## src/rtl/cs_decode_pkg.sv

```systemverilog
package cs_decode_pkg;

    localparam int ADDR_W     = 16;
    localparam int SRAM_OFF_W = 11;
    localparam int FIELD_W    = 2;

    typedef struct packed {
        logic              en;
        logic [ADDR_W-1:0] base;
        logic [ADDR_W-1:0] mask;
    } term_t;

    typedef enum logic [FIELD_W-1:0] {
        FLD_BASE = 2'd0,
        FLD_MASK = 2'd1,
        FLD_EN   = 2'd2
    } field_e;

    function automatic logic term_hit(input term_t t, input logic [ADDR_W-1:0] a);
        return t.en && (((a ^ t.base) & t.mask) == '0);
    endfunction

endpackage

```

## src/rtl/cs_term_regs.sv

```systemverilog
module cs_term_regs
    import cs_decode_pkg::*;
#(
    parameter int N_TERMS = 10,
    parameter int IDX_W   = 4
) (
    input  logic                     clk,
    input  logic                     rst,
    input  logic                     cfg_we,
    input  logic [IDX_W+FIELD_W-1:0] cfg_addr,
    input  logic [ADDR_W-1:0]        cfg_wdata,
    output term_t [N_TERMS-1:0]      terms
);

    logic [IDX_W-1:0] wr_idx;
    field_e           wr_fld;

    assign wr_idx = cfg_addr[IDX_W+FIELD_W-1:FIELD_W];
    assign wr_fld = field_e'(cfg_addr[FIELD_W-1:0]);

    for (genvar i = 0; i < N_TERMS; i++) begin : g_term
        logic sel_here;
        assign sel_here = cfg_we && (wr_idx == IDX_W'(i));

        always_ff @(posedge clk) begin
            if (rst) begin
                terms[i] <= '0;
            end else if (sel_here) begin
                case (wr_fld)
                    FLD_BASE: terms[i].base <= cfg_wdata;
                    FLD_MASK: terms[i].mask <= cfg_wdata;
                    FLD_EN:   terms[i].en   <= cfg_wdata[0];
                    default:  ;
                endcase
            end
        end

        assert_reset_clears_R1: assert property (@(posedge clk)
            rst |=> !terms[i].en);

        assert_enable_write_R2: assert property (@(posedge clk) disable iff (rst)
            (cfg_we && cfg_addr == {IDX_W'(i), FLD_EN}) |=> (terms[i].en == $past(cfg_wdata[0])));

        assert_field3_ignored_R2: assert property (@(posedge clk) disable iff (rst)
            (cfg_we && cfg_addr[FIELD_W-1:0] == 2'd3) |=> $stable(terms[i]));
    end

endmodule

```

## src/rtl/cs_match.sv

```systemverilog
module cs_match
    import cs_decode_pkg::*;
#(
    parameter int N_TERMS = 10
) (
    input  term_t [N_TERMS-1:0] terms,
    input  logic  [ADDR_W-1:0]  addr,
    output logic  [N_TERMS-1:0] hit
);

    for (genvar i = 0; i < N_TERMS; i++) begin : g_cmp
        assign hit[i] = term_hit(terms[i], addr);
    end

endmodule

```

## src/rtl/cs_resolve.sv

```systemverilog
module cs_resolve
    import cs_decode_pkg::*;
#(
    parameter int N_FLASH      = 4,
    parameter int N_EE         = 2,
    parameter int N_SRAM_TERMS = 2,
    localparam int EE_BASE     = N_FLASH,
    localparam int SRAM_BASE   = EE_BASE + N_EE,
    localparam int IO_IDX      = SRAM_BASE + N_SRAM_TERMS,
    localparam int PIO_IDX     = IO_IDX + 1,
    localparam int N_TERMS     = PIO_IDX + 1
) (
    input  logic                  clk,
    input  logic                  rst,
    input  logic [N_TERMS-1:0]    hit,
    input  logic                  mem_req,
    input  logic [ADDR_W-1:0]     addr,
    output logic [N_FLASH-1:0]    flash_sel,
    output logic [N_EE-1:0]       ee_sel,
    output logic                  sram_sel,
    output logic                  io_sel,
    output logic                  pio_sel,
    output logic [SRAM_OFF_W-1:0] sram_offset,
    output logic                  unmapped,
    output logic                  overlap_err
);

    logic [2:0]         top_v;
    logic [N_EE-1:0]    mid_v;
    logic [N_FLASH-1:0] low_v;
    logic               top_multi, mid_multi, low_multi;

    assign top_v = {hit[PIO_IDX], hit[IO_IDX], |hit[SRAM_BASE +: N_SRAM_TERMS]};
    assign mid_v = hit[EE_BASE +: N_EE];
    assign low_v = hit[0 +: N_FLASH];

    assign top_multi = (top_v & (top_v - 3'd1)) != '0;
    assign mid_multi = (mid_v & (mid_v - 1'b1)) != '0;
    assign low_multi = (low_v & (low_v - 1'b1)) != '0;

    always_comb begin
        flash_sel   = '0;
        ee_sel      = '0;
        sram_sel    = 1'b0;
        io_sel      = 1'b0;
        pio_sel     = 1'b0;
        sram_offset = '0;
        unmapped    = 1'b0;
        overlap_err = 1'b0;
        if (mem_req) begin
            if (|top_v) begin
                if (top_multi) begin
                    overlap_err = 1'b1;
                end else begin
                    sram_sel = top_v[0];
                    io_sel   = top_v[1];
                    pio_sel  = top_v[2];
                    if (top_v[0]) sram_offset = addr[SRAM_OFF_W-1:0];
                end
            end else if (|mid_v) begin
                if (mid_multi) overlap_err = 1'b1;
                else           ee_sel      = mid_v;
            end else if (|low_v) begin
                if (low_multi) overlap_err = 1'b1;
                else           flash_sel   = low_v;
            end else begin
                unmapped = 1'b1;
            end
        end
    end

    assert_one_select_R10: assert property (@(posedge clk) disable iff (rst)
        $onehot0({flash_sel, ee_sel, sram_sel, io_sel, pio_sel}));

    assert_idle_quiet_R3: assert property (@(posedge clk) disable iff (rst)
        !mem_req |-> ({flash_sel, ee_sel, sram_sel, io_sel, pio_sel, unmapped, overlap_err} == '0));

    assert_top_wins_R4: assert property (@(posedge clk) disable iff (rst)
        (mem_req && |top_v) |-> ({flash_sel, ee_sel} == '0));

    assert_mid_wins_R5: assert property (@(posedge clk) disable iff (rst)
        (mem_req && |mid_v) |-> (flash_sel == '0));

    assert_err_blocks_R8: assert property (@(posedge clk) disable iff (rst)
        overlap_err |-> ({flash_sel, ee_sel, sram_sel, io_sel, pio_sel} == '0));

    assert_unmapped_no_hit_R9: assert property (@(posedge clk) disable iff (rst)
        unmapped |-> (hit == '0 && !overlap_err));

endmodule

```

## src/rtl/chip_sel_decoder.sv

```systemverilog
module chip_sel_decoder
    import cs_decode_pkg::*;
#(
    parameter int N_FLASH      = 4,
    parameter int N_EE         = 2,
    parameter int N_SRAM_TERMS = 2,
    localparam int N_TERMS     = N_FLASH + N_EE + N_SRAM_TERMS + 2,
    localparam int IDX_W       = $clog2(N_TERMS),
    localparam int CFG_AW      = IDX_W + FIELD_W
) (
    input  logic                  clk,
    input  logic                  rst,
    input  logic                  cfg_we,
    input  logic [CFG_AW-1:0]     cfg_addr,
    input  logic [ADDR_W-1:0]     cfg_wdata,
    input  logic                  mem_req,
    input  logic [ADDR_W-1:0]     addr,
    output logic [N_FLASH-1:0]    flash_sel,
    output logic [N_EE-1:0]       ee_sel,
    output logic                  sram_sel,
    output logic                  io_sel,
    output logic                  pio_sel,
    output logic [SRAM_OFF_W-1:0] sram_offset,
    output logic                  unmapped,
    output logic                  overlap_err
);

    term_t [N_TERMS-1:0] terms;
    logic  [N_TERMS-1:0] hit;

    cs_term_regs #(.N_TERMS(N_TERMS), .IDX_W(IDX_W)) u_regs (
        .clk       (clk),
        .rst       (rst),
        .cfg_we    (cfg_we),
        .cfg_addr  (cfg_addr),
        .cfg_wdata (cfg_wdata),
        .terms     (terms)
    );

    cs_match #(.N_TERMS(N_TERMS)) u_match (
        .terms (terms),
        .addr  (addr),
        .hit   (hit)
    );

    cs_resolve #(
        .N_FLASH      (N_FLASH),
        .N_EE         (N_EE),
        .N_SRAM_TERMS (N_SRAM_TERMS)
    ) u_resolve (
        .clk         (clk),
        .rst         (rst),
        .hit         (hit),
        .mem_req     (mem_req),
        .addr        (addr),
        .flash_sel   (flash_sel),
        .ee_sel      (ee_sel),
        .sram_sel    (sram_sel),
        .io_sel      (io_sel),
        .pio_sel     (pio_sel),
        .sram_offset (sram_offset),
        .unmapped    (unmapped),
        .overlap_err (overlap_err)
    );

endmodule

```

## config.mk

```make
export PLATFORM = sky130hd
export DESIGN_NAME = chip_sel_decoder
export DESIGN_NICKNAME = d
export VERILOG_FILES = /design/src/rtl/cs_decode_pkg.sv /design/src/rtl/cs_term_regs.sv /design/src/rtl/cs_match.sv /design/src/rtl/cs_resolve.sv /design/src/rtl/chip_sel_decoder.sv
export SDC_FILE = /design/constraint.sdc
export NUM_CORES = 1
export LEC_CHECK = 0
export BUFFER_PORTS_ARGS = -buffer_cell sky130_fd_sc_hd__clkbuf_2
export CORE_ASPECT_RATIO = 0.75
export CORE_MARGIN = 1.5
export CORE_UTILIZATION = 30
export DETAILED_ROUTE_END_ITERATION = 16
export GPL_TIMING_DRIVEN = 0
export MAX_ROUTING_LAYER = met4
export SYNTH_ARGS = -nofsm -noshare
export SYNTH_HDL_FRONTEND = slang
export SYNTH_SLANG_ARGS = --single-unit
```

## constraint.sdc

```tcl
create_clock -name clk -period 4.55 [get_ports clk]
set_input_delay 0.2275 -clock clk [delete_from_list [all_inputs] [get_ports clk]]
set_output_delay 0.2275 -clock clk [all_outputs]
set_load 0.05 [all_outputs]
```

==> results of run 1 <==
[routing by layer]
metal  wire [microns]  GRT usage  up-vias
li1                 -          -     6192
met2            21800      0.307      543
met3             4390     0.0423      118
met5                0          -        -
met1            22700      0.288     6317
met4             1670     0.0817        0
[how the worst max path moves through the flow]
| stage | startpoint | to | slack [ps] | cells after the start |
|---|---|---|---|---|
| after floorplan | addr[13] | unmapped | 1420 | 7 |
| after global placement | addr[7] | overlap_err | 950 | 11 |
| after detailed placement | addr[7] | overlap_err | 920 | 11 |
| after CTS | u_regs.terms[126]$_SDFFE_PP0P_ | overlap_err | 710 | 9 |
| after global routing | u_regs.terms[127]$_SDFFE_PP0P_ | overlap_err | 400 | 9 |
| final | u_regs.terms[127]$_SDFFE_PP0P_ | overlap_err | 560 | 9 |
[Yosys cell counts, drive strengths merged, types with 2 or more instances]
cell and n:
a2111oi 8, a211oi 2, a21oi 330, a221oi 2, a222oi 2, a22o 10, a22oi 56, and2 18
and3 2, and3b 3, buf 29, clkbuf 107, dfxtp 330, nand2 673, nand2b 2, nand3 13
nand3b 3, nand4 21, nand4b 2, nor2 26, nor2b 4, nor3b 5, o21ai 12, or2 3
xor2 160
[cell families after synthesis]
logic type | synth area share
XOR/XNOR | 0.0991
buffers and inverters | 0.0443
flip-flops | 0.464
AND/OR/NAND/NOR | 0.220
AO/OA/AOI/OAI | 0.172
[area by class of cell]
type                    count  area share
flip-flops and latches    330       0.403
clock buffers              54      0.0641
inverters                   1    0.000229
well taps                 630      0.0481
clock inverters             9     0.00596
plain buffers             136      0.0383
diodes                      8     0.00122
repair buffers             40      0.0122
multi-input cells        1363       0.427
[worst max-delay path, stage by stage, from the launching register on]
cell and delay (ps):
dfxtp_1 320, xor2_1 160, a22oi_1 280, nand4_1 140
a2111oi_2 740, a211oi_1 170, o21ai_1 500, a41oi_1 410
nor2b_1 220, clkbuf_2 300
[power breakdown]
part / total [mW] / leakage, nW / internal (mW) / switching (mW)
clock network: 2.89 / 0.564 / 1.71 / 1.18
registers: 2.91 / 2.66 / 2.90 / 0.00750
logic: 0.379 / 2.47 / 0.0814 / 0.298
[through the flow]
step,instances,util,hold WS [ps],area [sq um],total power [mW]
global placement,2500,0.328,442,15200,3.34
finish,2571,0.353,177,16400,6.18
floorplan,1830,-,436,14200,3.18
global route,2565,0.353,200,16400,6.35
CTS,2563,0.353,170,16400,6.20
detailed placement,2500,0.328,447,15200,3.34
==> flow_summary_export.csv, run 1 <==
group,metric,value,unit
synthesis,synthTopCellsByArea,"dfxtp_1, nand2_1, a21oi_1",
synthesis,yosys_register_bits,330,
global_routing,track_usage,0.212,
finish,top_regs,"u_regs.terms x330",
pwr,p_leak,5.70,nW
timing,period_minus_slack,3990,ps
global_routing,grt_pass1_wl,74900,microns
global_routing,grt_pass1_vias,12200,
global_routing,grt_max_degree,14,
finish,largest_reg_flops,330,
floorplan,die_y,192,microns
worst_setup_path,cp-start-kind,"flip-flop",
detailed_routing,drtIter0Drc,1247,
timing,rsz0062_at_grt,"false",
synthesis,synth_edf_count,0,
placed_design,portBuffers,40,
timing,tightest_slew,1130,ps
hold_path,min_path_cells,4,
hold_path,hold_start,"cfg_addr[1]",
synthesis,syn-num-nets,1872,
hold_path,worstHoldPathType,"in -> reg",
placed_design,dp_hpwl,34100,microns
placed_design,gp_congestion,0.888,
detailed_routing,vias,13200,
worst_setup_path,endpoint_kind,"output port",
worst_setup_path,worst-setup-path-type,"reg -> out",
pwr,ir_worst_vdd,0.192,mV
worst_setup_path,r2r-start,"u_regs.terms[98]$_SDFFE_PP0P_",
detailed_routing,totalWireLength,50600,microns
pwr,powerDensity,377,nW/um^2
floorplan,dieWidth,254,microns
clock_network,cts.sinks,330,
timing,final.setup.tns,0,ps
hold_path,holdPathEnd,"u_regs.terms[263]$_SDFFE_PP0P_",
clock_network,cts_made_buffers,37,
timing,setup_violations,0,
worst_setup_path,timing.rr.end,"u_regs.terms[98]$_SDFFE_PP0P_",
clock_network,cts_setup_buffers,0,
worst_setup_path,r2r_setup_slack,3800,ps
timing,finalMaxSlewViolations,0,
clock_network,clk_pin_slew,60,ps
finish,ff_latch_area,6610,sq um
timing,finClkSkew,0,ps
synthesis,syn_area_per_cell,7.78,sq um
clock_network,cts_max_level,2,
floorplan,start_util,0.307,
finish,multiInputGateArea,6990,sq um
detailed_routing,routed_wire_length_per_instance,19.7,microns
synthesis,syn-cell-area,14200,sq um
flow_run,maxCapViolCount,0,
synthesis,async_flop_share,0,
synthesis,yosys.area.top_type,"dfxtp_1",
detailed_routing,via_per_inst,5.12,
placed_design,dp_slack,917,ps
finish,fillers,4792,
floorplan,core,46400,sq um
global_routing,grt-ovfl-total,0,
finish,nNetsFinal,1951,
clock_network,cts_tree,"built",
synthesis,ys_seq_area_frac,0.464,
detailed_routing,drtPass1Iterations,6,
finish,syn_to_final_growth,15.1,%
clock_network,hold_buffers,0,
worst_setup_path,crit_arrival,3760,ps
outcome,status,"finished clean",
worst_setup_path,crit_fanout,4,
synthesis,synth-main-ff-cell,"dfxtp_1",
global_routing,antenna_found_initial,2,
synthesis,synth_top_area_share,0.464,
finish,layout_common_cells,"nand2_1, a21oi_1, dfxtp_1",
clock_network,clock_tree.root_cell,"clkbuf_16",
worst_setup_path,reg2reg_depth,2,
finish,largest_register,"u_regs.terms",
floorplan,pin_count,64,
detailed_routing,drc,0,
synthesis,synthCells,1830,
timing,post-route-period-util,0.877,
clock_network,clk_path_buf_depth,3,
timing,finalHoldViolCount,0,
synthesis,yosys_warnings,0,
detailed_routing,antenna_left,0,
finish,layout-drive-gt1-share,0.0709,
synthesis,yosysUniqueCellTypes,38,
floorplan,rows,68,
timing,maxSlewHeadroom,0.249,
worst_setup_path,required,4320,ps
finish,final_common_cell,"nand2_1",
clock_network,ctsResizeCount,0,
clock_network,clk_latency,510,ps
timing,fin_ws,559,ps
timing,clock.fmax,251,MHz
floorplan,fp.dieArea,48800,sq um
(Power assumes the default switching activity.)
==> run 2: changes to the inputs <==
--- a/config.mk
+++ b/config.mk
@@ -5,6 +5,7 @@
 export SDC_FILE = /design/constraint.sdc
 export NUM_CORES = 1
 export LEC_CHECK = 0
+export ABC_AREA = 1
 export BUFFER_PORTS_ARGS = -buffer_cell sky130_fd_sc_hd__clkbuf_2
 export CORE_ASPECT_RATIO = 0.75
 export CORE_MARGIN = 1.5
@@ -12,6 +13,7 @@
 export DETAILED_ROUTE_END_ITERATION = 16
 export GPL_TIMING_DRIVEN = 0
 export MAX_ROUTING_LAYER = met4
+export PLACE_DENSITY = 0.51
 export SYNTH_ARGS = -nofsm -noshare
 export SYNTH_HDL_FRONTEND = slang
 export SYNTH_SLANG_ARGS = --single-unit
==> flow_summary_export.csv, run 2 <==
group,metric,value,unit
outcome,status,"finished clean",
detailed_routing,drtPass1Iterations,6,
worst_setup_path,startpoint,"addr[7]",
synthesis,synthCells,2274,
floorplan,start_util,0.306,
hold_path,min_path_cells,4,
global_routing,antenna_found_initial,2,
clock_network,ctsResizeCount,0,
floorplan,fp.dieArea,53100,sq um
pwr,power_frac_comb,0.084,
pwr,p_leak,6.28,nW
synthesis,synth_edf_count,0,
synthesis,synth_top_area_share,0.426,
synthesis,async_flop_share,0,
detailed_routing,antenna_left,0,
clock_network,cts_setup_buffers,0,
worst_setup_path,cp-start-kind,"input port",
synthesis,syn-cell-area,15500,sq um
pwr,powerDensity,371,nW/um^2
clock_network,clk_latency,550,ps
synthesis,syn-num-nets,2316,
worst_setup_path,r2r-start,"u_regs.terms[25]$_SDFFE_PP0P_",
pwr,total_power,6.59,mW
detailed_routing,drtIter0Drc,2436,
worst_setup_path,cp_cell_sequence,"clkbuf_2 > inv_1 > nand2_1 > nand3_1 > nand2_1 > nor2_1 > nand3_1 > nor2_1 > nor2_1 > nand2_1 > nand2_1 > nand2_1 > nand2_1 > a21oi_1 > clkbuf_2",
clock_network,cts.sinks,330,
finish,largest_reg_flops,330,
placed_design,gp_congestion,0.966,
floorplan,core,50600,sq um
worst_setup_path,r2r_setup_slack,3800,ps
synthesis,yosys.area.top_type,"dfxtp_1",
hold_path,holdPathEnd,"u_regs.terms[296]$_SDFFE_PP0P_",
synthesis,synth_common_cells,"nand2_1, dfxtp_1, nor2_1, a21oi_1, nand3_1",
clock_network,hold_buffers,0,
worst_setup_path,cp_common_cell,"nand2_1",
finish,antenna_cells,0,
finish,final_common_cell,"nand2_1",
pwr,switching_power,1.79,mW
worst_setup_path,endpoint_kind,"output port",
detailed_routing,drc,0,
floorplan,pin_count,64,
timing,maxSlewHeadroom,0.0676,
placed_design,portBuffers,43,
timing,finClkSkew,0,ps
placed_design,dp_hpwl,50400,microns
floorplan,rows,71,
worst_setup_path,crit_path_top_delay_cell,"inv_1",
detailed_routing,routed_wire_length_per_instance,24.5,microns
hold_path,worstHoldPathType,"in -> reg",
worst_setup_path,reg2reg_depth,2,
worst_setup_path,required,4320,ps
finish,top_regs,"u_regs.terms x330",
timing,finalMaxSlewViolations,0,
timing,rsz0062_at_grt,"false",
clock_network,clock_tree.root_cell,"clkbuf_16",
synthesis,synth-main-ff-cell,"dfxtp_1",
synthesis,yosysMostFrequentCell,"nand2_1",
pwr,seqPwrFrac,0.442,
timing,clock.fmax,270,MHz
finish,final_util,0.351,
timing,period_minus_slack,3700,ps
detailed_routing,totalWireLength,74400,microns
finish,layout_common_cells,"nand2_1, dfxtp_1, nor2_1",
clock_network,clk_pin_slew,60,ps
finish,largest_register,"u_regs.terms",
clock_network,cts_max_level,2,
synthesis,yosys_warnings,0,
worst_setup_path,crit_fanout,8,
pwr,internal_power,4.79,mW
detailed_routing,vias,16700,
floorplan,die_y,200,microns
clock_network,clk_path_buf_depth,3,
worst_setup_path,worst-setup-path-type,"in -> out",
timing,setup_violations,0,
timing,tightest_slew,1400,ps
floorplan,dieWidth,266,microns
synthesis,yosysUniqueCellTypes,33,
clock_network,cts_made_buffers,37,
global_routing,grt_pass1_wl,105000,microns
pwr,ir_worst_vdd,0.235,mV
worst_setup_path,timing.rr.end,"u_regs.terms[25]$_SDFFE_PP0P_",
worst_setup_path,max_stage_delay,750,ps
global_routing,grt_pass1_vias,15000,
detailed_routing,via_per_inst,5.49,
worst_setup_path,crit_arrival,3470,ps
timing,final.setup.tns,0,ps
timing,finalHoldViolCount,0,
clock_network,cts_tree,"built",
synthesis,yosys_register_bits,330,
synthesis,ys_seq_area_frac,0.426,
finish,syn_to_final_growth,14.6,%
worst_setup_path,critPathBufInv,3,
synthesis,syn_area_per_cell,6.82,sq um
synthesis,synthTopCellsByArea,"dfxtp_1, nand2_1, a21oi_1",
worst_setup_path,cpLargestDelayFamily,"simple AND/OR/NAND/NOR gates",
global_routing,track_usage,0.284,
pwr,clock_power_share,0.474,
flow_run,maxCapViolCount,0,
global_routing,grt-ovfl-total,0,
global_routing,grt_max_degree,13,
finish,layout-drive-gt1-share,0.0831,
hold_path,hold_start,"cfg_addr[2]",
timing,post-route-period-util,0.813,
finish,nNetsFinal,2398,
pwr,switching_share,0.272,
run 2: changes by cell type after synthesis, sizes merged, moves of 108 or more:
| cell | previous run | this run |
|---|---|---|
| a211oi | 2 | 125 |
| a21oi | 330 | 222 |
| inv | 1 | 177 |
| nand3 | 13 | 166 |
| nor2 | 26 | 251 |
| xor2 | 160 | 2 |
run 2: worst max path at each step:
stage          cells past startpoint  slack (ps)           to
6_report                          15         850  overlap_err
5_1_grt                           15         780  overlap_err
4_1_cts                           15         870  overlap_err
3_5_place_dp                      15         880  overlap_err
3_3_place_gp                      15         900  overlap_err
2_1_floorplan                      8        2050    ee_sel[1]
run 2: cell type report:
type	count	area, sq um
inverters	177	664
clock buffers	59	1160
clock inverters	6	65.1
flip-flops and latches	330	6610
plain buffers	173	772
repair buffers	43	215
multi-input cells	1594	7470
well taps	657	822
fillers	5443	32900
run 2: worst register-to-register path: cells and delay by family, from the launching register on:
family          cells  cell delay [ps]
buf+inv             1               60
flops               1              350
compound gates      1              250
run 2: power by group through the flow:
stage                     combinational, mW  sequential, mW  clock [mW]
after floorplan                       0.243            2.97           0
after global placement                0.525            2.98           0
after detailed placement              0.526            2.98           0
after CTS                             0.527            2.91        3.13
after global routing                  0.559            2.91        3.26
final                                 0.554            2.91        3.12
run 2: cell families (layout without fill, tap and decap cells):
group / after synthesis / count (layout) / synth area share
and+or+nand+nor: 1221 / 1221 / 0.339
AOI/OAI and AO/OA: 371 / 371 / 0.141
buffers and inverters: 350 / 458 / 0.0926
DFF: 330 / 330 / 0.426
xor gates and xnor gates: 2 / 2 / 0.00113
run 2: per-stage QoR:
step	hold slack [ps]	std cells	worst slack [ps]	instance area, sq um
2_1_floorplan	423	2274	2050	15500
3_3_place_gp	449	2974	903	16500
3_5_place_dp	452	2974	879	16500
4_1_cts	123	3039	874	17800
5_1_grt	142	3039	776	17800
6_report	141	3039	850	17800
run 2: layer usage:
layer | GRT usage | part of all wire | vias to the layer above | routed length (microns)
li1 | - | - | 7647 | -
met1 | 0.402 | 0.45 | 7984 | 33100
met2 | 0.389 | 0.40 | 930 | 29600
met3 | 0.0743 | 0.12 | 126 | 9210
met4 | 0.0902 | 0.033 | 0 | 2430
met5 | - | 0 | - | 0
